File: config.mk
export PLATFORM = sky130hd
export DESIGN_NAME = rs_rename_pool
export DESIGN_NICKNAME = d
export VERILOG_FILES = /design/src/rtl/rs_pkg.sv /design/src/rtl/rs_rename_table.sv /design/src/rtl/rs_station.sv /design/src/rtl/rs_age_pick.sv /design/src/rtl/rs_rename_pool.sv
export SDC_FILE = /design/constraint.sdc
export NUM_CORES = 1
export LEC_CHECK = 0
export ABC_AREA = 1
export CORE_AREA = 3 3 226 228
export CTS_CLUSTER_SIZE = 28
export DETAILED_ROUTE_END_ITERATION = 16
export DIE_AREA = 0 0 229 231
export GPL_ROUTABILITY_DRIVEN = 0
export GPL_TIMING_DRIVEN = 0
export RECOVER_POWER = 50
export SYNTH_ARGS = -nofsm -noshare
export SYNTH_HDL_FRONTEND = slang
export SYNTH_SLANG_ARGS = --single-unit
export TNS_END_PERCENT = 30
File: constraint.sdc
create_clock -name clk -period 2.8 [get_ports clk]
set_clock_uncertainty 0.05 [all_clocks]
set_input_delay 0.42 -clock clk [delete_from_list [all_inputs] [get_ports clk]]
set_output_delay 0.42 -clock clk [all_outputs]
set_load 0.02 [all_outputs]
File: src/rtl/rs_pkg.sv
// Shared types for the renaming reservation-station pool.
// Assumes nothing beyond plain SystemVerilog packages.
package rs_pkg;
    // Where a source operand comes from at issue time
    typedef enum logic [1:0] {
        SRC_RF     = 2'd0,
        SRC_BYPASS = 2'd1,
        SRC_WAIT   = 2'd2
    } src_kind_e;
endpackage

File: src/rtl/rs_rename_table.sv
// Rename table plus architectural register file.
// Maps each register to its pending producer tag, resolves the two issue
// sources (register file, same-cycle broadcast, or wait on a tag), and
// commits a broadcast only when the tag is still the newest producer.
// Assumes NUM_ARCH is a power of two so every address is a legal index.
module rs_rename_table import rs_pkg::*; #(
    parameter int  NUM_ARCH = 8,
    parameter int  NUM_ST   = 4,
    parameter int  DATA_W   = 16,
    localparam int REG_W    = (NUM_ARCH > 1) ? $clog2(NUM_ARCH) : 1,
    localparam int TAG_W    = (NUM_ST > 1) ? $clog2(NUM_ST) : 1
) (
    input  logic              clk,
    input  logic              rst_n,
    input  logic [REG_W-1:0]  s1_addr,
    input  logic [REG_W-1:0]  s2_addr,
    output src_kind_e         s1_kind,
    output logic [DATA_W-1:0] s1_val,
    output logic [TAG_W-1:0]  s1_tag,
    output src_kind_e         s2_kind,
    output logic [DATA_W-1:0] s2_val,
    output logic [TAG_W-1:0]  s2_tag,
    input  logic              ren_en,
    input  logic [REG_W-1:0]  ren_addr,
    input  logic [TAG_W-1:0]  ren_tag,
    input  logic              cdb_valid,
    input  logic [TAG_W-1:0]  cdb_tag,
    input  logic [DATA_W-1:0] cdb_value,
    input  logic [REG_W-1:0]  peek_addr,
    output logic [DATA_W-1:0] peek_data,
    output logic              peek_pending
);
    logic [DATA_W-1:0] rf   [NUM_ARCH];
    logic [TAG_W-1:0]  ptag [NUM_ARCH];
    logic [NUM_ARCH-1:0] pend;

    logic [REG_W-1:0]  sa [2];
    src_kind_e         sk [2];
    logic [DATA_W-1:0] sv [2];
    logic [TAG_W-1:0]  st [2];

    assign sa[0] = s1_addr;
    assign sa[1] = s2_addr;

    // Resolve each source against the mapping in place before this issue
    always_comb begin
        for (int k = 0; k < 2; k++) begin
            st[k] = ptag[sa[k]];
            if (pend[sa[k]]) begin
                if (cdb_valid && (cdb_tag == ptag[sa[k]])) begin
                    sk[k] = SRC_BYPASS;
                    sv[k] = cdb_value;
                end else begin
                    sk[k] = SRC_WAIT;
                    sv[k] = '0;
                end
            end else begin
                sk[k] = SRC_RF;
                sv[k] = rf[sa[k]];
            end
        end
    end

    assign s1_kind = sk[0];
    assign s1_val  = sv[0];
    assign s1_tag  = st[0];
    assign s2_kind = sk[1];
    assign s2_val  = sv[1];
    assign s2_tag  = st[1];

    generate
        for (genvar r = 0; r < NUM_ARCH; r++) begin : g_reg
            logic newest_hit;
            assign newest_hit = cdb_valid && pend[r] && (ptag[r] == cdb_tag);

            // Track the producer of register r and commit its newest result
            always_ff @(posedge clk) begin
                if (!rst_n) begin
                    pend[r] <= 1'b0;
                    ptag[r] <= '0;
                    rf[r]   <= DATA_W'(r);
                end else begin
                    if (newest_hit) begin
                        rf[r] <= cdb_value;
                    end
                    if (ren_en && (ren_addr == REG_W'(r))) begin
                        pend[r] <= 1'b1;
                        ptag[r] <= ren_tag;
                    end else if (newest_hit) begin
                        pend[r] <= 1'b0;
                    end
                end
            end
        end
    endgenerate

    assign peek_data    = rf[peek_addr];
    assign peek_pending = pend[peek_addr];
endmodule

File: src/rtl/rs_station.sv
// One reservation station: holds the operation and, per operand, either
// its value or the tag it waits on. Snoops the result bus for waiting
// operands and frees itself when its own tag is broadcast.
// Assumes the issue logic only allocates it while it is free and that its
// own result is broadcast only after it has been dispatched.
module rs_station #(
    parameter int  IDX    = 0,
    parameter int  NUM_ST = 4,
    parameter int  DATA_W = 16,
    parameter int  OP_W   = 2,
    localparam int TAG_W  = (NUM_ST > 1) ? $clog2(NUM_ST) : 1
) (
    input  logic              clk,
    input  logic              rst_n,
    input  logic              alloc,
    input  logic [OP_W-1:0]   a_op,
    input  logic              a_j_wait,
    input  logic [TAG_W-1:0]  a_j_tag,
    input  logic [DATA_W-1:0] a_j_val,
    input  logic              a_k_wait,
    input  logic [TAG_W-1:0]  a_k_tag,
    input  logic [DATA_W-1:0] a_k_val,
    input  logic              cdb_valid,
    input  logic [TAG_W-1:0]  cdb_tag,
    input  logic [DATA_W-1:0] cdb_value,
    input  logic              grant,
    output logic              busy,
    output logic              ready,
    output logic [OP_W-1:0]   op,
    output logic [DATA_W-1:0] vj,
    output logic [DATA_W-1:0] vk
);
    logic             sent;
    logic             wj, wk;
    logic [TAG_W-1:0] qj, qk;

    // Allocation, operand capture, dispatch marking and release
    always_ff @(posedge clk) begin
        if (!rst_n) begin
            busy <= 1'b0;
            sent <= 1'b0;
            wj   <= 1'b0;
            wk   <= 1'b0;
            qj   <= '0;
            qk   <= '0;
            op   <= '0;
            vj   <= '0;
            vk   <= '0;
        end else if (alloc) begin
            busy <= 1'b1;
            sent <= 1'b0;
            op   <= a_op;
            wj   <= a_j_wait;
            qj   <= a_j_tag;
            vj   <= a_j_val;
            wk   <= a_k_wait;
            qk   <= a_k_tag;
            vk   <= a_k_val;
        end else begin
            if (busy && cdb_valid && (cdb_tag == TAG_W'(IDX))) begin
                busy <= 1'b0;
            end
            if (wj && cdb_valid && (cdb_tag == qj)) begin
                vj <= cdb_value;
                wj <= 1'b0;
            end
            if (wk && cdb_valid && (cdb_tag == qk)) begin
                vk <= cdb_value;
                wk <= 1'b0;
            end
            if (grant) begin
                sent <= 1'b1;
            end
        end
    end

    assign ready = busy && !sent && !wj && !wk;
endmodule

File: src/rtl/rs_age_pick.sv
// Oldest-first selector over N requesters using an age matrix.
// older[i][j] set means station i was allocated before station j.
// Assumes at most one allocation per cycle and only into a free slot.
module rs_age_pick #(
    parameter int  N     = 4,
    localparam int IDX_W = (N > 1) ? $clog2(N) : 1
) (
    input  logic             clk,
    input  logic             rst_n,
    input  logic [N-1:0]     alloc,
    input  logic [N-1:0]     busy,
    input  logic [N-1:0]     req,
    output logic [N-1:0]     grant,
    output logic             gnt_valid,
    output logic [IDX_W-1:0] gnt_idx
);
    logic [N-1:0] older [N];

    generate
        for (genvar i = 0; i < N; i++) begin : g_row
            // Row i: a fresh entry is younger than all; others age behind it
            always_ff @(posedge clk) begin
                if (!rst_n) begin
                    older[i] <= '0;
                end else if (alloc[i]) begin
                    older[i] <= '0;
                end else begin
                    for (int j = 0; j < N; j++) begin
                        if (alloc[j]) begin
                            older[i][j] <= busy[i];
                        end
                    end
                end
            end
        end
    endgenerate

    // Grant a requester when no other requester is older than it
    always_comb begin
        for (int i = 0; i < N; i++) begin
            logic blocked;
            blocked = 1'b0;
            for (int j = 0; j < N; j++) begin
                if (j != i && req[j] && older[j][i]) begin
                    blocked = 1'b1;
                end
            end
            grant[i] = req[i] && !blocked;
        end
    end

    // Encode the granted index
    always_comb begin
        gnt_valid = 1'b0;
        gnt_idx   = '0;
        for (int i = 0; i < N; i++) begin
            if (grant[i]) begin
                gnt_valid = 1'b1;
                gnt_idx   = IDX_W'(i);
            end
        end
    end
endmodule

File: src/rtl/rs_rename_pool.sv
// Pool of renaming reservation stations in front of one functional unit.
// Allocates the lowest free station at issue, renames the destination to
// it, resolves sources through the rename table, and dispatches the oldest
// station with both operands to the unit. The unit is assumed to accept one
// dispatch per cycle and to return each result once on the broadcast bus.
module rs_rename_pool import rs_pkg::*; #(
    parameter int  NUM_ST   = 4,
    parameter int  NUM_ARCH = 8,
    parameter int  DATA_W   = 16,
    parameter int  OP_W     = 2,
    localparam int TAG_W    = (NUM_ST > 1) ? $clog2(NUM_ST) : 1,
    localparam int REG_W    = (NUM_ARCH > 1) ? $clog2(NUM_ARCH) : 1
) (
    input  logic              clk,
    input  logic              rst_n,
    input  logic              issue_valid,
    input  logic [OP_W-1:0]   issue_op,
    input  logic [REG_W-1:0]  issue_dst,
    input  logic [REG_W-1:0]  issue_src1,
    input  logic [REG_W-1:0]  issue_src2,
    output logic              issue_ready,
    output logic [TAG_W-1:0]  issue_tag,
    output logic              disp_valid,
    output logic [TAG_W-1:0]  disp_tag,
    output logic [OP_W-1:0]   disp_op,
    output logic [DATA_W-1:0] disp_a,
    output logic [DATA_W-1:0] disp_b,
    input  logic              cdb_valid,
    input  logic [TAG_W-1:0]  cdb_tag,
    input  logic [DATA_W-1:0] cdb_value,
    input  logic [REG_W-1:0]  peek_addr,
    output logic [DATA_W-1:0] peek_data,
    output logic              peek_pending
);
    logic [NUM_ST-1:0] st_busy;
    logic [NUM_ST-1:0] st_ready;
    logic [NUM_ST-1:0] st_grant;
    logic [NUM_ST-1:0] alloc_vec;
    logic [OP_W-1:0]   st_op [NUM_ST];
    logic [DATA_W-1:0] st_vj [NUM_ST];
    logic [DATA_W-1:0] st_vk [NUM_ST];

    logic              fire;
    logic [TAG_W-1:0]  alloc_idx;
    logic              any_free;

    src_kind_e         s1_kind, s2_kind;
    logic [DATA_W-1:0] s1_val, s2_val;
    logic [TAG_W-1:0]  s1_tag, s2_tag;

    // Find the lowest-index free station
    always_comb begin
        alloc_idx = '0;
        any_free  = 1'b0;
        for (int i = NUM_ST - 1; i >= 0; i--) begin
            if (!st_busy[i]) begin
                alloc_idx = TAG_W'(i);
                any_free  = 1'b1;
            end
        end
    end

    assign issue_ready = any_free;
    assign issue_tag   = alloc_idx;
    assign fire        = issue_valid && any_free;

    rs_rename_table #(
        .NUM_ARCH (NUM_ARCH),
        .NUM_ST   (NUM_ST),
        .DATA_W   (DATA_W)
    ) u_map (
        .clk          (clk),
        .rst_n        (rst_n),
        .s1_addr      (issue_src1),
        .s2_addr      (issue_src2),
        .s1_kind      (s1_kind),
        .s1_val       (s1_val),
        .s1_tag       (s1_tag),
        .s2_kind      (s2_kind),
        .s2_val       (s2_val),
        .s2_tag       (s2_tag),
        .ren_en       (fire),
        .ren_addr     (issue_dst),
        .ren_tag      (alloc_idx),
        .cdb_valid    (cdb_valid),
        .cdb_tag      (cdb_tag),
        .cdb_value    (cdb_value),
        .peek_addr    (peek_addr),
        .peek_data    (peek_data),
        .peek_pending (peek_pending)
    );

    generate
        for (genvar i = 0; i < NUM_ST; i++) begin : g_st
            assign alloc_vec[i] = fire && (alloc_idx == TAG_W'(i));

            rs_station #(
                .IDX    (i),
                .NUM_ST (NUM_ST),
                .DATA_W (DATA_W),
                .OP_W   (OP_W)
            ) u_st (
                .clk       (clk),
                .rst_n     (rst_n),
                .alloc     (alloc_vec[i]),
                .a_op      (issue_op),
                .a_j_wait  (s1_kind == SRC_WAIT),
                .a_j_tag   (s1_tag),
                .a_j_val   (s1_val),
                .a_k_wait  (s2_kind == SRC_WAIT),
                .a_k_tag   (s2_tag),
                .a_k_val   (s2_val),
                .cdb_valid (cdb_valid),
                .cdb_tag   (cdb_tag),
                .cdb_value (cdb_value),
                .grant     (st_grant[i]),
                .busy      (st_busy[i]),
                .ready     (st_ready[i]),
                .op        (st_op[i]),
                .vj        (st_vj[i]),
                .vk        (st_vk[i])
            );
        end
    endgenerate

    rs_age_pick #(
        .N (NUM_ST)
    ) u_pick (
        .clk       (clk),
        .rst_n     (rst_n),
        .alloc     (alloc_vec),
        .busy      (st_busy),
        .req       (st_ready),
        .grant     (st_grant),
        .gnt_valid (disp_valid),
        .gnt_idx   (disp_tag)
    );

    assign disp_op = st_op[disp_tag];
    assign disp_a  = st_vj[disp_tag];
    assign disp_b  = st_vk[disp_tag];
endmodule

Word-level counts from Yosys, hierarchy flattened
Memories as Yosys holds them, arrays and structs flattened.
Cells that the tools add are included.
- mux-type cells: 235
- reductions and logical operators: 126
- equal/unequal tests: 33
- order comparisons: 4
- bitwise operators: 34
- operators by type and width (operator ; number):
    $mux W16 ; 32
    $mux W1 ; 173
    $logic_and A1 B1 Y1 ; 83
    $bmux W16 S2 ; 2
    $mux W2 ; 20
    $reduce_bool A2 Y1 ; 20
    $eq A2 B2 Y1 ; 18
    $or A1 B1 Y1 ; 32
    $logic_not A1 Y1 ; 16
    $mux W4 ; 4
    $eq A2 B2 Y1 const B ; 6
    $eq A3 B3 Y1 const B ; 4
    $lt A3 B4 Y1 const B ; 3
    $bmux W1 S3 ; 3
    $reduce_or A2 Y1 ; 4
    $eq A3 B2 Y1 const B ; 2
    $bmux W2 S2 ; 1
    $eq A2 B1 Y1 const B ; 2
    $logic_not A2 Y1 ; 2
    $eq A3 B1 Y1 const B ; 1
    $ge A3 B3 Y1 const B ; 1
    $logic_not A3 Y1 ; 1
    $not A2 Y3 ; 1
    $not A1 Y1 ; 1
- memory bits (writable): 160
- bits of input ports: 36
- memories: 3
- register bits after elaboration: 176
- output and inout bits: 57
- word-level logic and storage cells: 479
- memories (memory ; depth ; width ; read ports ; clocked after memory_dff ; wr ports ; line ; RTL):
    u_map.rf ; 8 ; 16 ; 3 ; 0 ; 8 ; rs_rename_table.sv:33 ; logic [DATA_W-1:0] rf [NUM_ARCH];
    u_map.ptag ; 8 ; 2 ; 10 ; 0 ; 8 ; rs_rename_table.sv:34 ; logic [TAG_W-1:0] ptag [NUM_ARCH];
    u_pick.older ; 4 ; 4 ; 4 ; 0 ; 4 ; rs_age_pick.sv:17 ; logic [N-1:0] older [N];

Logic depth before layout (Yosys ltp)
- depth after elaboration: 17
- mapped depth: 15

Modules after synthesis
Synthesis repeated with hierarchy kept, for this count alone.
- cell total of the unflattened synthesis: 3286
- area, all modules: 21769.6 um2
- modules (own cells, without submodules) (module ; cells an instance ; instances ; area an instance (um2) ; sequential area each (um2)):
    rs_rename_table ; 1329 ; 1 ; 10372.4 ; 4484.3
    rs_station at g_st[2].u_st ; 363 ; 1 ; 2346.0 ; 840.8
    rs_station at g_st[0].u_st ; 363 ; 1 ; 2223.4 ; 840.8
    rs_station at g_st[3].u_st ; 363 ; 1 ; 2219.6 ; 840.8
    rs_station at g_st[1].u_st ; 363 ; 1 ; 2213.4 ; 840.8
    rs_rename_pool ; 421 ; 1 ; 1727.9 ; 0.0
    rs_age_pick ; 84 ; 1 ; 666.9 ; 360.3

Worst setup path before layout
Ideal clock, no wire load.
- path kind: register -> output
- start point: reg g_st[2].u_st.busy
- end point: out disp_b[14]
- path slack: 0.610 ns
- arrival: 1.720 ns
- stages on the path, launching flop included: 13
- cells stage by stage: dfxtp_1 > inv_2 > nor2_1 > nand2_1 > clkinv_1 > nand2_1 > nand3_1 > nor2_4 > inv_2 > buf_2 > nand3_1 > o21ai_0 > nor2_1
- cells in the longest elaborated chain, start to end: 15
- ends and longest elaborated chain (item ; line ; RTL):
    start: declaration ; rs_station.sv:27 ; output logic busy,
    start signal: assignment ; rs_station.sv:40 ; busy <= 1'b0;
    start signal: assignment ; rs_station.sv:50 ; busy <= 1'b1;
    start signal: assignment ; rs_station.sv:61 ; busy <= 1'b0;
    $logic_and A1 B1 Y1 * (3 in series) ; rs_station.sv:77 ; assign ready = busy && !sent && !wj && !wk;
    $logic_and A1 B1 Y1 ; rs_age_pick.sv:44 ; if (j != i && req[j] && older[j][i]) begin
    $mux W1 (2 in series) ; rs_age_pick.sv:44 ;
    $logic_not A1 Y1 ; rs_age_pick.sv:48 ; grant[i] = req[i] && !blocked;
    $logic_and A1 B1 Y1 ; rs_age_pick.sv:48 ;
    $mux W1 ; rs_age_pick.sv:57 ; if (grant[i]) begin
    $mux W2 ; rs_age_pick.sv:57 ;
    $mux W2 * ; rs_age_pick.sv:57 ;
    $not A2 Y3 (not written as such) * ; rs_rename_pool.sv:141 ; assign disp_b = st_vk[disp_tag];
    $bmux W16 S2 * ; rs_rename_pool.sv:141 ;
    $mux W16 (not written as such) * (2 in series) ; rs_rename_pool.sv:141 ;
    end: declaration ; rs_rename_pool.sv:27 ; output logic [DATA_W-1:0] disp_b,
Every way passes the cells marked *; elsewhere a longest branch is shown, timed or not. The select of a mux whose other input is x is not followed.

Worst setup path after layout
- start point: reg g_st[0].u_st.busy
- end point: out disp_a[15]
- cells in the longest elaborated chain, start to end: 16
- ends and longest elaborated chain (item ; line ; RTL):
    start: declaration ; rs_station.sv:27 ;
    start signal: assignment ; rs_station.sv:40 ;
    start signal: assignment ; rs_station.sv:50 ;
    start signal: assignment ; rs_station.sv:61 ;
    $logic_and A1 B1 Y1 * (3 in series) ; rs_station.sv:77 ;
    $logic_and A1 B1 Y1 ; rs_age_pick.sv:44 ;
    $mux W1 (3 in series) ; rs_age_pick.sv:44 ;
    $logic_not A1 Y1 ; rs_age_pick.sv:48 ;
    $logic_and A1 B1 Y1 ; rs_age_pick.sv:48 ;
    $mux W1 ; rs_age_pick.sv:57 ;
    $mux W2 ; rs_age_pick.sv:57 ;
    $mux W2 * ; rs_age_pick.sv:57 ;
    $not A2 Y3 (not written as such) * ; rs_rename_pool.sv:140 ; assign disp_a = st_vj[disp_tag];
    $bmux W16 S2 * ; rs_rename_pool.sv:140 ;
    $mux W16 (not written as such) * (2 in series) ; rs_rename_pool.sv:140 ;
    end: declaration ; rs_rename_pool.sv:26 ; output logic [DATA_W-1:0] disp_a,
Marks and branches as above.

==> summary.txt <==
GRT
  – Largest net degree at the start of global routing: 18
  – Number of global-route vias before repair: roughly 20,000
  – GRT Total Usage: between 30% and 40%
  – Overflow after GRT: 0
  – Initial antenna violation count: 1
  – First-pass GRT wire length: approximately 120,000 µm

STA
  – Fmax: 323 MHz
  – Worst Slack Setup Final: -0.297 ns
  – Fin crit share: 111%
  – Final min period: 3.10 ns
  – Final Setup Violations: 140
  – Worst rel slew slack: approximately 38%
  – Fin. Hold Viols: 0
  – Least-Margin Pin Slew: roughly 0.94 ns
  – RSZ-0062 raised after global routing: yes
  – Max-slew violations: 0
  – Hold slack: roughly 0.24 ns

Cells and area
  – Final Non-Filler Cells: roughly 3,700
  – Cell area after layout: about 24,000 µm²
  – Layout cells sized above 1: between 10% and 20%
  – Layout Nets: between 3,000 and 4,000
  – Antenna cell count: 0
  – Layout area overhead: 21.1%

Floorplan
  – Die width: ~230 µm
  – Initial Utilization: ~40%
  – Die area: 52,900 µm²
  – Core area: a little under 50,000 µm²
  – I/O pins: 93
  – Die Y: around 230 µm
  – # rows: a little over 80

Synthesis
  – Synth Cell Area: about 20,000 µm²
  – Syn Nets: about 2,900
  – FF+latch count, synth: between 300 and 400
  – Avg Cell Area, Syn: approximately 6.9 µm²
  – Ys Warns: 0
  – Post-Synthesis Cells: 2,840
  – Sequential element share of the synthesized area: 41.8%
  – Synth cell types: 41

Placement
  – Post-DP HPWL: ~62,000 µm
  – Dpl cell area: approximately 21,000 µm²
  – Placed insts: 3,587
  – Post-place setup slack: -0.847 ns
  – Port Buffers: between 80 and 90

Routing
  – Drt wl/cell: between 20 and 25 µm
  – Iteration-0 DRC Markers: approximately 3,300
  – Remaining DRCs: 0
  – DRT antenna net count: 0
  – Detailed Routing Iterations Pass 1: 7
  – Total length of routed wires: about 83,000 µm
  – Vias per inst: a little under 6
  – Vias: about 22,000

Worst setup path
  – Critical Setup Path Class: register to primary output
  – Worst Path Arrival: about 2.6 ns
  – Setup crit end kind: primary output
  – Startpoint Class: register
  – Max FO, Critical Path: 7
  – Req. time, crit path: about 2.3 ns

Power
  – Combinational group share of total power: 19.1%
  – Sequential Power Share: 40.3%
  – Clock Power Share: between 40% and 50%
  – Net Switching: 4.11 mW
  – P_leak: approximately 10 nW
  – Int Pwr: 9.13 mW
  – PD cells: 557 nW/µm²
  – Sw Share: slightly above 30%
  – Pwr Total: around 13 mW
  – Peak supply drop: 0.377 mV

Status
  – Status: complete, but fails checks
  – Violated checks: negative setup slack

Clocking
  – CTS max path bufs: 3
  – Clk Latency, worst-skew pair: approximately 0.59 ns
  – Num CTS Buffers: 40
  – Root Driver: clkbuf_16
  – CTS tree: yes
  – Clk sinks: 332
  – CTS clk-pin slew, worst paths: around 0.060 ns
  – # H-tree levels: 2
  – Cts hold-fix bufs: 0

Job
  – Max-Cap Viols: 0

Min path
  – HP Class: primary input to register
per-layer routing:
metal  vias to the layer above  wire length [µm]  track usage, %
li1                       9772                 -               -
met1                     10200             33100            41.3
met2                      1545             35300            46.3
met3                       299             10500            7.55
met4                         2              4340            13.2
met5                         -                11               0
power groups by stage:
stage	clock [mW]	combinational, mW	sequential (mW)
after global placement	0	2.24	5.43
after detailed placement	0	2.26	5.43
after CTS	5.38	2.41	5.33
after global routing	5.57	2.68	5.35
final	5.38	2.52	5.33
after floorplan	0	1.33	5.40
logic make-up (layout without fill, tap and decap cells):
kind of cell / count (synthesis) / after routing / synth area share [%]
AO/OA/AOI/OAI: 654 / 654 / 18.0
XOR/XNOR: 10 / 10 / 0.446
buffers and inverters: 449 / 645 / 9.96
flip-flops: 332 / 332 / 41.8
AND/OR/NAND/NOR: 1395 / 1395 / 29.8
worst paths after layout:
path / to / cells past startpoint / slack [ns] / startpoint
worst max-delay path: disp_a[15] / 16 / -0.30 / g_st[0].u_st.busy
worst min-delay path: u_map.pend[7] / 3 / 0.24 / issue_dst[1]
worst max register to register: g_st[2].u_st.vj[13] / 9 / 0.02 / g_st[0].u_st.busy
worst min register to register: g_st[3].u_st.op[1] / 2 / 0.42 / g_st[3].u_st.op[1]
worst max-delay path: stages (launching register included):
cell and delay [ns]:
dfxtp_4 0.35, inv_4 0.06, nor2_4 0.03, nand3_4 0.15, clkinv_4 0.07, nand2_2 0.07
nand3_2 0.10, nor2_4 0.21, buf_12 0.15, nand2_8 0.09, nand2_8 0.15, buf_8 0.16
buf_4 0.11, nand3_2 0.05, nand2_2 0.08, nor2_2 0.05, buf_6 0.14
through the flow:
stage	util (%)	TNS, ns
2_1_floorplan	-	0
3_3_place_gp	43.4	-97.81
3_5_place_dp	43.4	-101.20
4_1_cts	48.1	-16.50
5_1_grt	48.5	-33.65
6_report	48.5	-21.33
area by class of cell:
cell class | instances | area, µm²
fillers | 4913 | 25300
inverters | 254 | 987
plain buffers | 195 | 1150
well taps | 664 | 831
multi-input cells | 2059 | 9960
repair buffers | 123 | 1330
clock inverters | 11 | 159
clock buffers | 62 | 1150
flip-flops and latches | 332 | 8220
cells in the final DEF, fill, tap and decap left out, types with 43 or more instances in the layout:
cell	instances
nor2_1	340
a21oi_1	115
o22ai_1	119
inv_1	215
nand4_1	51
nand2_1	730
clkbuf_1	99
edfxtp_1	156
nand2_2	50
buf_4	43
buf_6	46
o21ai_0	335
buf_2	45
nand3_1	138
dfxtp_1	166
synthesized netlist by cell type (all sizes together):
cell type  instances  area (µm²)
o211ai             6        45.0
nor3               6        30.0
buf              107         663
nor2             374        1490
clkbuf            88         330
o31ai              4        30.0
o22ai            120         751
inv              232         881
o2111ai            2        17.5
edfxtp           156        4680
nand2            784        3020
a2111oi            4        55.1
clkinv            22        82.6
a21oi            115         576
nor4               3        18.8
xnor2              8        70.1
dfxtp            176        3520
or2                1        6.26
xor2               2        17.5
a31oi             17         106
nand4             54         357
nand3            173         916
o21ai            386        1960
flip-flops by register name, indices dropped and copies added, names as in the netlist:
signal and flops:
u_map.rf 128, g_st.u_st.vj 64, g_st.u_st.vk 64, u_map.ptag 16
u_pick.older 12, g_st.u_st.op 8, g_st.u_st.qj 8, g_st.u_st.qk 8
u_map.pend 8, g_st.u_st.busy 4, g_st.u_st.sent 4, g_st.u_st.wj 4
g_st.u_st.wk 4
what timing repair did:
action / CTS / global route
resized for setup: 424 / 71
endpoints found under the hold margin: 0 / 0
setup endpoints to repair: 134 / 140
pin swaps: 55 / 33
gates cloned: 8 / 0
buffers inserted: 24 / 10
(Power assumes the default switching activity.)
